## src/rtl/kwd_pkg.sv

```systemverilog
package kwd_pkg;
   typedef struct packed {
      logic ptr;    // write pointer, toggles per write
      logic armed;  // first key value seen at pointer 0
   } kwd_key_st_t;
endpackage

```

## src/rtl/kwd_prescale.sv

```systemverilog
module kwd_prescale #(
   parameter int DIV = 128
) (
   input  logic clk,
   input  logic rst,
   input  logic run,
   input  logic restart,
   input  logic tick,
   output logic step
);
   initial begin
      if (DIV < 1) $error("kwd_prescale: DIV must be at least 1");
   end

   generate
      if (DIV == 1) begin : g_bypass
         assign step = run && tick && !restart;
      end else begin : g_div
         localparam int PW = $clog2(DIV);
         localparam logic [PW-1:0] LAST = PW'(DIV - 1);
         logic [PW-1:0] pcnt;

         assign step = run && tick && !restart && (pcnt == LAST);

         always_ff @(posedge clk) begin
            if (rst || restart || !run) begin
               pcnt <= '0;
            end else if (tick) begin
               pcnt <= (pcnt == LAST) ? '0 : pcnt + 1'b1;
            end
         end
      end
   endgenerate
endmodule

```

## src/rtl/kwd_keyseq.sv

```systemverilog
module kwd_keyseq
   import kwd_pkg::*;
#(
   parameter int            KEY_W   = 4,
   parameter logic [KEY_W-1:0] KEY_A = 4'h5,
   parameter logic [KEY_W-1:0] KEY_B = 4'hA
) (
   input  logic             clk,
   input  logic             rst,
   input  logic             wr_en,
   input  logic [KEY_W-1:0] wr_data,
   input  logic             ovf,
   output logic             key_ok,
   output logic             ptr
);
   kwd_key_st_t st;

   assign ptr    = st.ptr;
   assign key_ok = wr_en && st.ptr && st.armed && (wr_data == KEY_B);

   always_ff @(posedge clk) begin
      if (rst || ovf) begin
         st <= '0;
      end else if (wr_en) begin
         st.ptr   <= ~st.ptr;
         st.armed <= !st.ptr && (wr_data == KEY_A);
      end
   end
endmodule

```

## src/rtl/kwd_counter.sv

```systemverilog
module kwd_counter #(
   parameter int CNT_W = 9
) (
   input  logic             clk,
   input  logic             rst,
   input  logic             key_ok,
   input  logic             step,
   output logic             running,
   output logic [CNT_W-1:0] cnt,
   output logic             ovf,
   output logic             irq
);
   assign ovf = running && step && (&cnt) && !key_ok;

   always_ff @(posedge clk) begin
      if (rst) begin
         running <= 1'b0;
         cnt     <= '0;
         irq     <= 1'b0;
      end else begin
         irq <= ovf;
         if (key_ok) begin
            running <= 1'b1;
            cnt     <= '0;
         end else if (running && step) begin
            cnt <= cnt + 1'b1;
         end
      end
   end
endmodule

```

## src/rtl/keyed_watchdog.sv

```systemverilog
module keyed_watchdog #(
   parameter int               CNT_W     = 9,
   parameter int               PRESC_DIV = 128,
   parameter int               KEY_W     = 4,
   parameter logic [KEY_W-1:0] KEY_A     = 4'h5,
   parameter logic [KEY_W-1:0] KEY_B     = 4'hA
) (
   input  logic             clk,
   input  logic             rst,
   input  logic             slow_tick,
   input  logic             wr_en,
   input  logic [KEY_W-1:0] wr_data,
   output logic             wdt_irq
);
   initial begin
      if (CNT_W < 2) $error("keyed_watchdog: CNT_W must be at least 2");
      if (KEY_A == KEY_B) $error("keyed_watchdog: key values must differ");
   end

   logic             key_ok;
   logic             ptr;
   logic             step;
   logic             running;
   logic             ovf;
   logic [CNT_W-1:0] cnt;

   kwd_keyseq #(.KEY_W(KEY_W), .KEY_A(KEY_A), .KEY_B(KEY_B)) u_keys (
      .clk(clk), .rst(rst), .wr_en(wr_en), .wr_data(wr_data),
      .ovf(ovf), .key_ok(key_ok), .ptr(ptr)
   );

   kwd_prescale #(.DIV(PRESC_DIV)) u_presc (
      .clk(clk), .rst(rst), .run(running), .restart(key_ok),
      .tick(slow_tick), .step(step)
   );

   kwd_counter #(.CNT_W(CNT_W)) u_cnt (
      .clk(clk), .rst(rst), .key_ok(key_ok), .step(step),
      .running(running), .cnt(cnt), .ovf(ovf), .irq(wdt_irq)
   );
endmodule

```

## config.mk

```make
export PLATFORM = sky130hd
export DESIGN_NAME = keyed_watchdog
export DESIGN_NICKNAME = d
export VERILOG_FILES = /design/src/rtl/kwd_pkg.sv /design/src/rtl/kwd_prescale.sv /design/src/rtl/kwd_keyseq.sv /design/src/rtl/kwd_counter.sv /design/src/rtl/keyed_watchdog.sv
export SDC_FILE = /design/constraint.sdc
export NUM_CORES = 1
export LEC_CHECK = 0
export ABC_CLOCK_PERIOD_IN_PS = 2280
export BUFFER_PORTS_ARGS = -buffer_cell sky130_fd_sc_hd__buf_2
export CORE_ASPECT_RATIO = 0.7
export CORE_MARGIN = 3
export CORE_UTILIZATION = 46
export CTS_BUF_LIST = sky130_fd_sc_hd__clkbuf_2
export DETAILED_ROUTE_END_ITERATION = 6
export PLACE_DENSITY = 0.66
export SLEW_MARGIN = 30
export SYNTH_ARGS = -nofsm -noshare
export SYNTH_HDL_FRONTEND = slang
export SYNTH_SLANG_ARGS = --single-unit
export TNS_END_PERCENT = 20
```

## constraint.sdc

```tcl
create_clock -name clk -period 2.28 [get_ports clk]
set_input_delay 0.456 -clock clk [delete_from_list [all_inputs] [get_ports clk]]
set_output_delay 0.456 -clock clk [all_outputs]
set_load 0.01 [all_outputs]
```

==> results.cfg, run 1 <==
[logic_synthesis]
synth.distinct_cells = 36
synthesis.area_um2 = 975
ys_seq_area_frac = 0.411
synth_top_area_share = 0.411
ys_async_sr_fraction = 0
ys_warn_count = 0
synthFlopType = dfxtp_1
syn_inst = 110
avgSynthCellArea_um2 = 8.86
synth-seq-cells = 20
synth_edf_count = 0
synth_nets = 121
synth.area.top_cells = dfxtp_1 41%, a21oi_1 6.2%, o31ai_1 4.6%
synth_top_area_cell = dfxtp_1

[placed_design]
portBuffers = 8
globalplace.congestion = 0.736
dp.cells = 136
dp_hpwl_mm = 1.41

[sta]
fmax_mhz = 490
rsz0062_at_grt = no
finalCriticalPeriod_ns = 2.04
finalClockSkew_ns = 0.0118
finalCritPeriodShare = 0.896
hold_violations = 0
worst_pin_slew_ns = 0.480
finalSetupViolCount = 0
totalNegativeSetupSlack_ns = 0
drv_slew = 0
relSlewSlack = 0.680

[finish]
nets = 130
layout_common_cells = 20 x dfxtp_1, 12 x a21oi_1, 9 x nor2_1, 8 x buf_2, 7 x nand3_1
antennaDiodeCount = 0
syn2layout_area_growth_pct = 7.19
final_cells = 140
drive_gt1_frac = 0.127
finalCoreUtilization = 0.540
layout_commonest_cell = dfxtp_1

[worst_setup_path]
critPathKind = reg -> reg
timing.rr.start = u_presc.g_div.pcnt[1]
r2r_end = u_cnt.cnt[5]
crit_required_ns = 2.53
cp_max_fo = 17
critPathMaxStageDelay_ns = 0.56
worst_setup_path_end_kind = flop
critPathLaunchType = flop
reg2regPathDepth = 5
critical_path_arrival_ns = 2.30
crit_path_cell_trace = ha_1, nand4_2, or2_1, or4_1, a21oi_1
cpMaxStageDelayCell = or4_1
r2r_slack_ns = 0.24

[floorplanning]
die_h_um = 44.5
die_w_um = 61.0
num_rows = 13
initial_core_util = 0.504
dieArea_um2 = 2720
core-area_um2 = 1940
pin_count = 9

[drt]
routed_wl_mm = 1.85
highest_layer = met4
drc = 0
wl_met1_um = 908
wl_met3_um = 93
ant_nets = 0
viasPerCell = 6.01
drtPass1Iterations = 4
wl_per_cell_um = 13.2
vias = 841
met2_length_um = 835
initialDrtViolationCount = 32

[clocking]
cts_root_buffer = clkbuf_2
htree_levels = 1
clock_latency_ns = 0.32
post_cts_resize_count = 0
cts_setup_buffers = 0
cts_tree = built
ctsLongestPathBuffers = 2
clk_pin_slew_ns = 0.18
cts-buffers-inserted = 3
cts.sinks = 20
post_cts_hold_buffer_count = 0

[global_routing]
antenna_found_initial = 0
grt_start_max_net_pins = 18
grt_overflow = 0
grt_pass1_vias = 785
grt_pass1_wl_mm = 3.35
grt_usage = 0.167

[pwr]
p_leak_nw = 0.347
ir_worst_vdd_uv = 223
power_density_nw_per_um2 = 495

[worst_hold_path]
holdPathStages = 2
min-delay-start = rst
hp-class = in -> reg
hold_end = u_cnt.irq

[run]
maxCapViolCount = 0

[run_status]
status = complete, no violations
-- registers in the layout (all words and copies together) (netlist names) --
| name | count |
|---|---|
| u_cnt.running | 1 |
| u_cnt.irq | 1 |
| u_presc.g_div.pcnt | 7 |
| u_keys.st | 1 |
| u_cnt.cnt | 9 |
| u_keys.ptr | 1 |
-- logic make-up after synthesis --
kind of cell    after synthesis  share of synthesized area
buf+inv                       7                     0.0282
mux                           1                     0.0116
fa+ha+maj                     3                     0.0385
flops                        20                      0.411
simple gates                 44                      0.272
compound gates               30                      0.194
xor+xnor                      5                     0.0449
-- how the worst max path moves through the flow --
stage | startpoint | to | slack [ns]
2_1_floorplan | u_presc.g_div.pcnt[0] | u_cnt.cnt[3] | 0.53
6_report | u_presc.g_div.pcnt[1] | u_cnt.cnt[5] | 0.24
3_5_place_dp | slow_tick | u_cnt.cnt[7] | 0.28
5_1_grt | u_presc.g_div.pcnt[1] | u_cnt.cnt[7] | 0.06
3_3_place_gp | slow_tick | u_cnt.cnt[7] | 0.35
4_1_cts | u_presc.g_div.pcnt[1] | u_cnt.cnt[5] | 0.22
-- layout make-up --
cell class              count  area [µm²]
fillers                   189         891
multi-input cells          83         547
flip-flops and latches     20         400
repair buffers              8        40.0
well taps                  22        27.5
clock buffers               3        15.0
inverters                   3        11.3
clock inverters             1        3.75
-- stage by stage --
stage          total power [mW]  cell area (µm²)  setup WS (ns)  hold WS (ns)
6_report                  0.517             1040          0.238         0.337
5_1_grt                   0.544             1040         0.0553         0.320
4_1_cts                   0.525             1040          0.225         0.325
3_5_place_dp              0.382             1030          0.276         0.468
3_3_place_gp              0.382             1030          0.346         0.465
2_1_floorplan             0.371              975          0.533         0.448
-- critical path, delay by kind of cell (launching register included) --
family                     cells  cell delay [ns]
and+or+nand+nor                3             1.20
DFF                            1             0.41
adders and majority gates      1             0.22
AOI/OAI and AO/OA              1             0.15
-- where the power goes --
group	total, mW	switching, mW	internal (mW)
registers	0.354	0.00167	0.352
logic	0.0213	0.0105	0.0108
clock network	0.142	0.104	0.0381
total	0.517	0.116	0.401
-- layer usage --
metal  track usage  vias up
li1              -      431
met1         0.214      393
met2         0.258       13
met3        0.0729        4
met4        0.0433        0
met5             0        -
-- cells in the mapped netlist, types with 2 or more instances --
cell	count
and4_1	3
dfxtp_1	20
ha_1	3
inv_1	3
xnor2_1	3
a21oi_1	12
nand4_1	2
o21ai_0	4
xor2_1	2
o31ai_1	6
clkbuf_1	2
or4_1	6
nand2_1	5
nand3_1	7
nand2b_1	3
nor2_1	9
No activity file was read; power rests on OpenSTA's default activity.
==> inputs of run 2 (changes only) <==
--- a/config.mk
+++ b/config.mk
@@ -10,7 +10,7 @@
 export CORE_ASPECT_RATIO = 0.7
 export CORE_MARGIN = 3
 export CORE_UTILIZATION = 46
-export CTS_BUF_LIST = sky130_fd_sc_hd__clkbuf_2
+export CTS_BUF_LIST = sky130_fd_sc_hd__clkbuf_4
 export DETAILED_ROUTE_END_ITERATION = 6
 export PLACE_DENSITY = 0.66
 export SLEW_MARGIN = 30
==> run 2 against run 1 <==
Sequential power about the same. Die area stayed put. Power grew 4.7%. Clock power rose by 18%. Worst setup slack better by 0.016 ns. Critical path type unchanged. Critical endpoint unchanged.
==> results.cfg, run 2 (synthesized netlist as in run 1, its figures left out) <==
[finish]
layout_common_cells = 20 x dfxtp_1, 12 x a21oi_1, 9 x nor2_1, 8 x buf_2, 7 x nand3_1
largest_register_ffs = 9
layout_commonest_cell = dfxtp_1
nets = 130
regMostFlops = u_cnt.cnt
drive_gt1_frac = 0.127
top_regs = u_cnt.cnt: 9 flops, u_presc.g_div.pcnt: 7 flops
syn2layout_area_growth_pct = 7.96
antennaDiodeCount = 0

[global_routing]
grt_pass1_vias = 785
grt_start_max_net_pins = 18
grt_overflow = 0
grt_usage = 0.167
grt_pass1_wl_mm = 3.35
antenna_found_initial = 0

[clocking]
post_cts_resize_count = 0
clock_latency_ns = 0.30
post_cts_hold_buffer_count = 0
ctsLongestPathBuffers = 2
cts-buffers-inserted = 3
clk_pin_slew_ns = 0.11
cts_setup_buffers = 0
cts.sinks = 20
cts_root_buffer = clkbuf_4
cts_tree = built
htree_levels = 1

[drt]
ant_nets = 0
viasPerCell = 5.94
drc = 0
vias = 832
wl_per_cell_um = 13.4
initialDrtViolationCount = 32
drtPass1Iterations = 4
routed_wl_mm = 1.87

[pwr]
power_mw = 0.541
p_leak_nw = 0.349
power_density_nw_per_um2 = 514
ir_worst_vdd_uv = 257

[sta]
finalCritPeriodShare = 0.889
finalSetupViolCount = 0
rsz0062_at_grt = no
drv_slew = 0
hold_violations = 0
worst_pin_slew_ns = 0.480
totalNegativeSetupSlack_ns = 0
relSlewSlack = 0.680
finalCriticalPeriod_ns = 2.03
fmax_mhz = 494
finalClockSkew_ns = 0.00661

[worst_setup_path]
timing.rr.start = u_presc.g_div.pcnt[0]
crit_required_ns = 2.51
r2r_slack_ns = 0.25
critPathLaunchType = flop
cpMaxStageDelayCell = or4_1
critical_path_arrival_ns = 2.26
reg2regPathDepth = 5
worst_setup_path_end_kind = flop
r2r_end = u_cnt.cnt[5]
critPathKind = reg -> reg
cp_max_fo = 17
crit_path_cell_trace = ha_1, nand4_2, or2_1, or4_1, a21oi_1
critPathMaxStageDelay_ns = 0.56

[floorplanning]
pin_count = 9
initial_core_util = 0.504
dieArea_um2 = 2720
die_w_um = 61.0
die_h_um = 44.5
core-area_um2 = 1940
num_rows = 13

[run]
maxCapViolCount = 0

[worst_hold_path]
hp-class = in -> reg
min-delay-start = rst
hold_end = u_cnt.irq
holdPathStages = 2

[placed_design]
portBuffers = 8
dp_hpwl_mm = 1.41
globalplace.congestion = 0.736

[run_status]
status = complete, no violations
-- run 2: cell counts in the layout (fill, tap and decap cells not counted) --
No cell type changed its count.
-- run 2: how the worst max path moves through the flow --
| stage | from | to | depth (start not counted) | slack, ns |
|---|---|---|---|---|
| floorplan | u_presc.g_div.pcnt[0] | u_cnt.cnt[3] | 6 | 0.53 |
| global route | u_presc.g_div.pcnt[1] | u_cnt.cnt[7] | 5 | 0.07 |
| CTS | u_presc.g_div.pcnt[1] | u_cnt.cnt[5] | 5 | 0.24 |
| finish | u_presc.g_div.pcnt[0] | u_cnt.cnt[5] | 5 | 0.25 |
| global placement | slow_tick | u_cnt.cnt[7] | 5 | 0.35 |
| detailed placement | slow_tick | u_cnt.cnt[7] | 5 | 0.28 |
-- run 2: final cells by class --
cell class | instances | area (µm²)
Multi-Input combinational cell | 83 | 547
Sequential cell | 20 | 400
Clock buffer | 3 | 22.5
Tap cell | 22 | 27.5
Fill cell | 187 | 883
Inverter | 3 | 11.3
Clock inverter | 1 | 3.75
Timing Repair Buffer | 8 | 40.0
-- run 2: worst max-delay path: cells and delay by family, from the launching register on --
family | cells | cell delay (ns)
AND/OR/NAND/NOR | 3 | 1.20
flip-flops | 1 | 0.39
AO/OA/AOI/OAI | 1 | 0.15
adder cells (fa/ha/maj) | 1 | 0.22
-- run 2: metrics by stage --
step / worst slack (ns) / hold WS [ns] / utilization / instances / instance area (µm²)
finish: 0.254 / 0.373 / 0.544 / 140 / 1050
global route: 0.0691 / 0.373 / 0.544 / 140 / 1050
CTS: 0.243 / 0.362 / 0.544 / 140 / 1050
detailed placement: 0.276 / 0.468 / 0.530 / 136 / 1030
global placement: 0.346 / 0.465 / 0.530 / 136 / 1030
floorplan: 0.533 / 0.448 / - / 110 / 975
-- run 2: where the power goes --
part	leakage, nW	switching [mW]	internal, mW
Combinational	0.172	0.0105	0.0108
Sequential	0.161	0.00166	0.351
Clock	0.0154	0.103	0.0638
-- run 2: metal layers --
| metal | global-route usage | wire, µm | vias to the layer above |
|---|---|---|---|
| met5 | 0 | 0 | - |
| met4 | 0.0433 | 13 | 0 |
| met3 | 0.0729 | 94 | 2 |
| met2 | 0.258 | 843 | 14 |
| met1 | 0.214 | 923 | 384 |
| li1 | - | - | 432 |
==> inputs of run 3 (changes only) <==
--- a/config.mk
+++ b/config.mk
@@ -5,6 +5,7 @@
 export SDC_FILE = /design/constraint.sdc
 export NUM_CORES = 1
 export LEC_CHECK = 0
+export ABC_AREA = 1
 export ABC_CLOCK_PERIOD_IN_PS = 2280
 export BUFFER_PORTS_ARGS = -buffer_cell sky130_fd_sc_hd__buf_2
 export CORE_ASPECT_RATIO = 0.7
==> run 3 against run 2 <==
Area after synthesis is 15% higher. Power rose by 1.2%. Count of clock-buffer cells in the layout did not move. Largest power group unchanged. Core utilization is 0.25 points higher. Critical path depth up 1. Global-route usage fell by 2.2 points. Maximum frequency increased by 26%. Register-to-register slack improved by 0.42 ns. Highest routed layer unchanged.
==> results.cfg, run 3 <==
[run_status]
status = complete, no violations

[logic_synthesis]
syn_inst = 144
synth.area.top_cells = dfxtp_1 36%, nand2_1 11%, a21oi_2 7.0%
synth_compound_gate_area_share = 0.112
muxShareOfSynthArea = 0
synthFlopType = dfxtp_1
synth-seq-cells = 20
synthTopCellsByCount = 32 x nand2_1, 20 x dfxtp_1, 17 x inv_1
synth-xor-area-share = 0.0468
synth.most_common_cell = nand2_1
avgSynthCellArea_um2 = 7.80
synth_nets = 155
synthAdderAreaFrac = 0.0334
synth_top_area_share = 0.356
synth_top_family_by_area = simple AND/OR/NAND/NOR gates
synth_edf_count = 0
synthesis.area_um2 = 1120
ys_warn_count = 0
ys_async_sr_fraction = 0
ys_seq_area_frac = 0.356
synth.distinct_cells = 27
synth_top_area_cell = dfxtp_1
synth-simple-area-share = 0.381

[floorplanning]
num_rows = 14
die_h_um = 47.4
initial_core_util = 0.505
pin_count = 9
dieArea_um2 = 3080
core-area_um2 = 2220
die_w_um = 65.1

[finish]
drive_gt1_frac = 0.286
finalCoreUtilization = 0.546
final_area_um2 = 1210
syn2layout_area_growth_pct = 8.13
multi_input_area_um2 = 644
nets = 167
fill_cells = 220
top_regs = u_cnt.cnt: 9 flops, u_presc.g_div.pcnt: 7 flops
layout_commonest_cell = nand2_1
layout_common_cells = 32 x nand2_1, 20 x dfxtp_1, 17 x inv_1, 11 x nor2_1, 10 x nand2_2
seq_area_um2 = 400
final_cells = 186
regMostFlops = u_cnt.cnt
largest_register_ffs = 9
antennaDiodeCount = 0

[worst_setup_path]
worst_path_dominant_cell_family = simple AND/OR/NAND/NOR gates
worst_setup_path_end_kind = flop
critical_path_arrival_ns = 1.81
crit_required_ns = 2.49
critPathLaunchType = flop
critPathMaxStageDelay_ns = 0.38
critPathKind = reg -> reg
crit_path_cell_trace = ha_1, nand3_1, nor2_2, nand3_2, o21ai_1, nor2_1
cp_num_buf_inv = 0
cp_max_fo = 11
cpMaxStageDelayCell = dfxtp_1

[sta]
drv_slew = 0
rsz0062_at_grt = no
hold_violations = 0
finalCriticalPeriod_ns = 1.60
finalWorstSetupSlack_ns = 0.678
finalCritPeriodShare = 0.702
fmax_mhz = 624
totalNegativeSetupSlack_ns = 0
relSlewSlack = 0.780
fin_worst_hold_slack_ns = 0.336
finalSetupViolCount = 0
finalClockSkew_ns = 0.0107
worst_pin_slew_ns = 0.330

[drt]
viasPerCell = 4.82
ant_nets = 0
routed_wl_mm = 1.97
drc = 0
vias = 896
initialDrtViolationCount = 24
wl_per_cell_um = 10.6
drtPass1Iterations = 4

[clocking]
htree_levels = 1
cts_root_buffer = clkbuf_4
cts-buffers-inserted = 3
post_cts_resize_count = 0
ctsLongestPathBuffers = 2
clk_pin_slew_ns = 0.11
post_cts_hold_buffer_count = 0
cts.sinks = 20
cts_tree = built
clock_latency_ns = 0.31
cts_setup_buffers = 0

[placed_design]
pre_cts_ws_ns = 0.669
dp_hpwl_mm = 1.52
portBuffers = 8
globalplace.congestion = 0.721
dp.cells = 183
dpl-instance-area_um2 = 1190

[global_routing]
antenna_found_initial = 0
grt_start_max_net_pins = 12
grt_pass1_vias = 797
grt_usage = 0.145
grt_pass1_wl_mm = 3.42
grt_overflow = 0

[worst_hold_path]
hp-class = in -> reg

[pwr]
ir_worst_vdd_uv = 215
p_leak_nw = 0.488
power_density_nw_per_um2 = 451
power_mw = 0.548

[run]
maxCapViolCount = 0
==> run 3: cell count changes in the layout (fill, tap and decap cells not counted), moves of 6 or more <==
cell,before,now
nand2_2,0,10
o31ai_1,6,0
a21oi_2,0,9
a21oi_1,12,4
or4_1,6,0
inv_1,3,17
nand2_1,5,32
==> run 3: area by class of cell <==
cell class,count,share of cell area
clock buffers,3,0.0185
inverters,18,0.0556
multi-input cells,105,0.530
flip-flops and latches,20,0.330
well taps,32,0.0330
repair buffers,8,0.0330
==> run 3: cell families (layout without fill, tap and decap cells) <==
group	after synthesis	after routing
buffers and inverters	19	29
and+or+nand+nor	78	78
DFF	20	20
adders and majority gates	3	3
xor gates and xnor gates	6	6
AOI/OAI and AO/OA	18	18
==> run 3: worst paths after layout <==
path,from,to,slack [ns],cells past startpoint
worst min-delay path,rst,u_cnt.running,0.34,2
worst max register to register,u_presc.g_div.pcnt[0],u_keys.ptr,0.68,6
worst max-delay path,u_presc.g_div.pcnt[0],u_keys.ptr,0.68,6
worst min register to register,u_cnt.cnt[8],u_cnt.cnt[8],0.50,2
==> run 3: report_power, final <==
| group | switching (mW) | internal, mW | total (mW) |
|---|---|---|---|
| registers | 0.00178 | 0.351 | 0.353 |
| logic | 0.0160 | 0.0106 | 0.0265 |
| clock network | 0.106 | 0.0619 | 0.168 |
==> run 3: worst reg2reg max path: cells and delay by family, from the launching register on <==
family | cells | cell delay (ns)
AO/OA/AOI/OAI | 1 | 0.29
flip-flops | 1 | 0.38
adder cells (fa/ha/maj) | 1 | 0.20
AND/OR/NAND/NOR | 4 | 0.63
==> run 3: layer usage <==
layer	part of all wire	vias up	routed length, µm	track usage
li1	-	477	-	-
met2	0.42	25	830	0.240
met1	0.50	389	988	0.185
met4	0.012	0	23	0.0372
met3	0.064	5	127	0.0502
met5	0	-	0	0
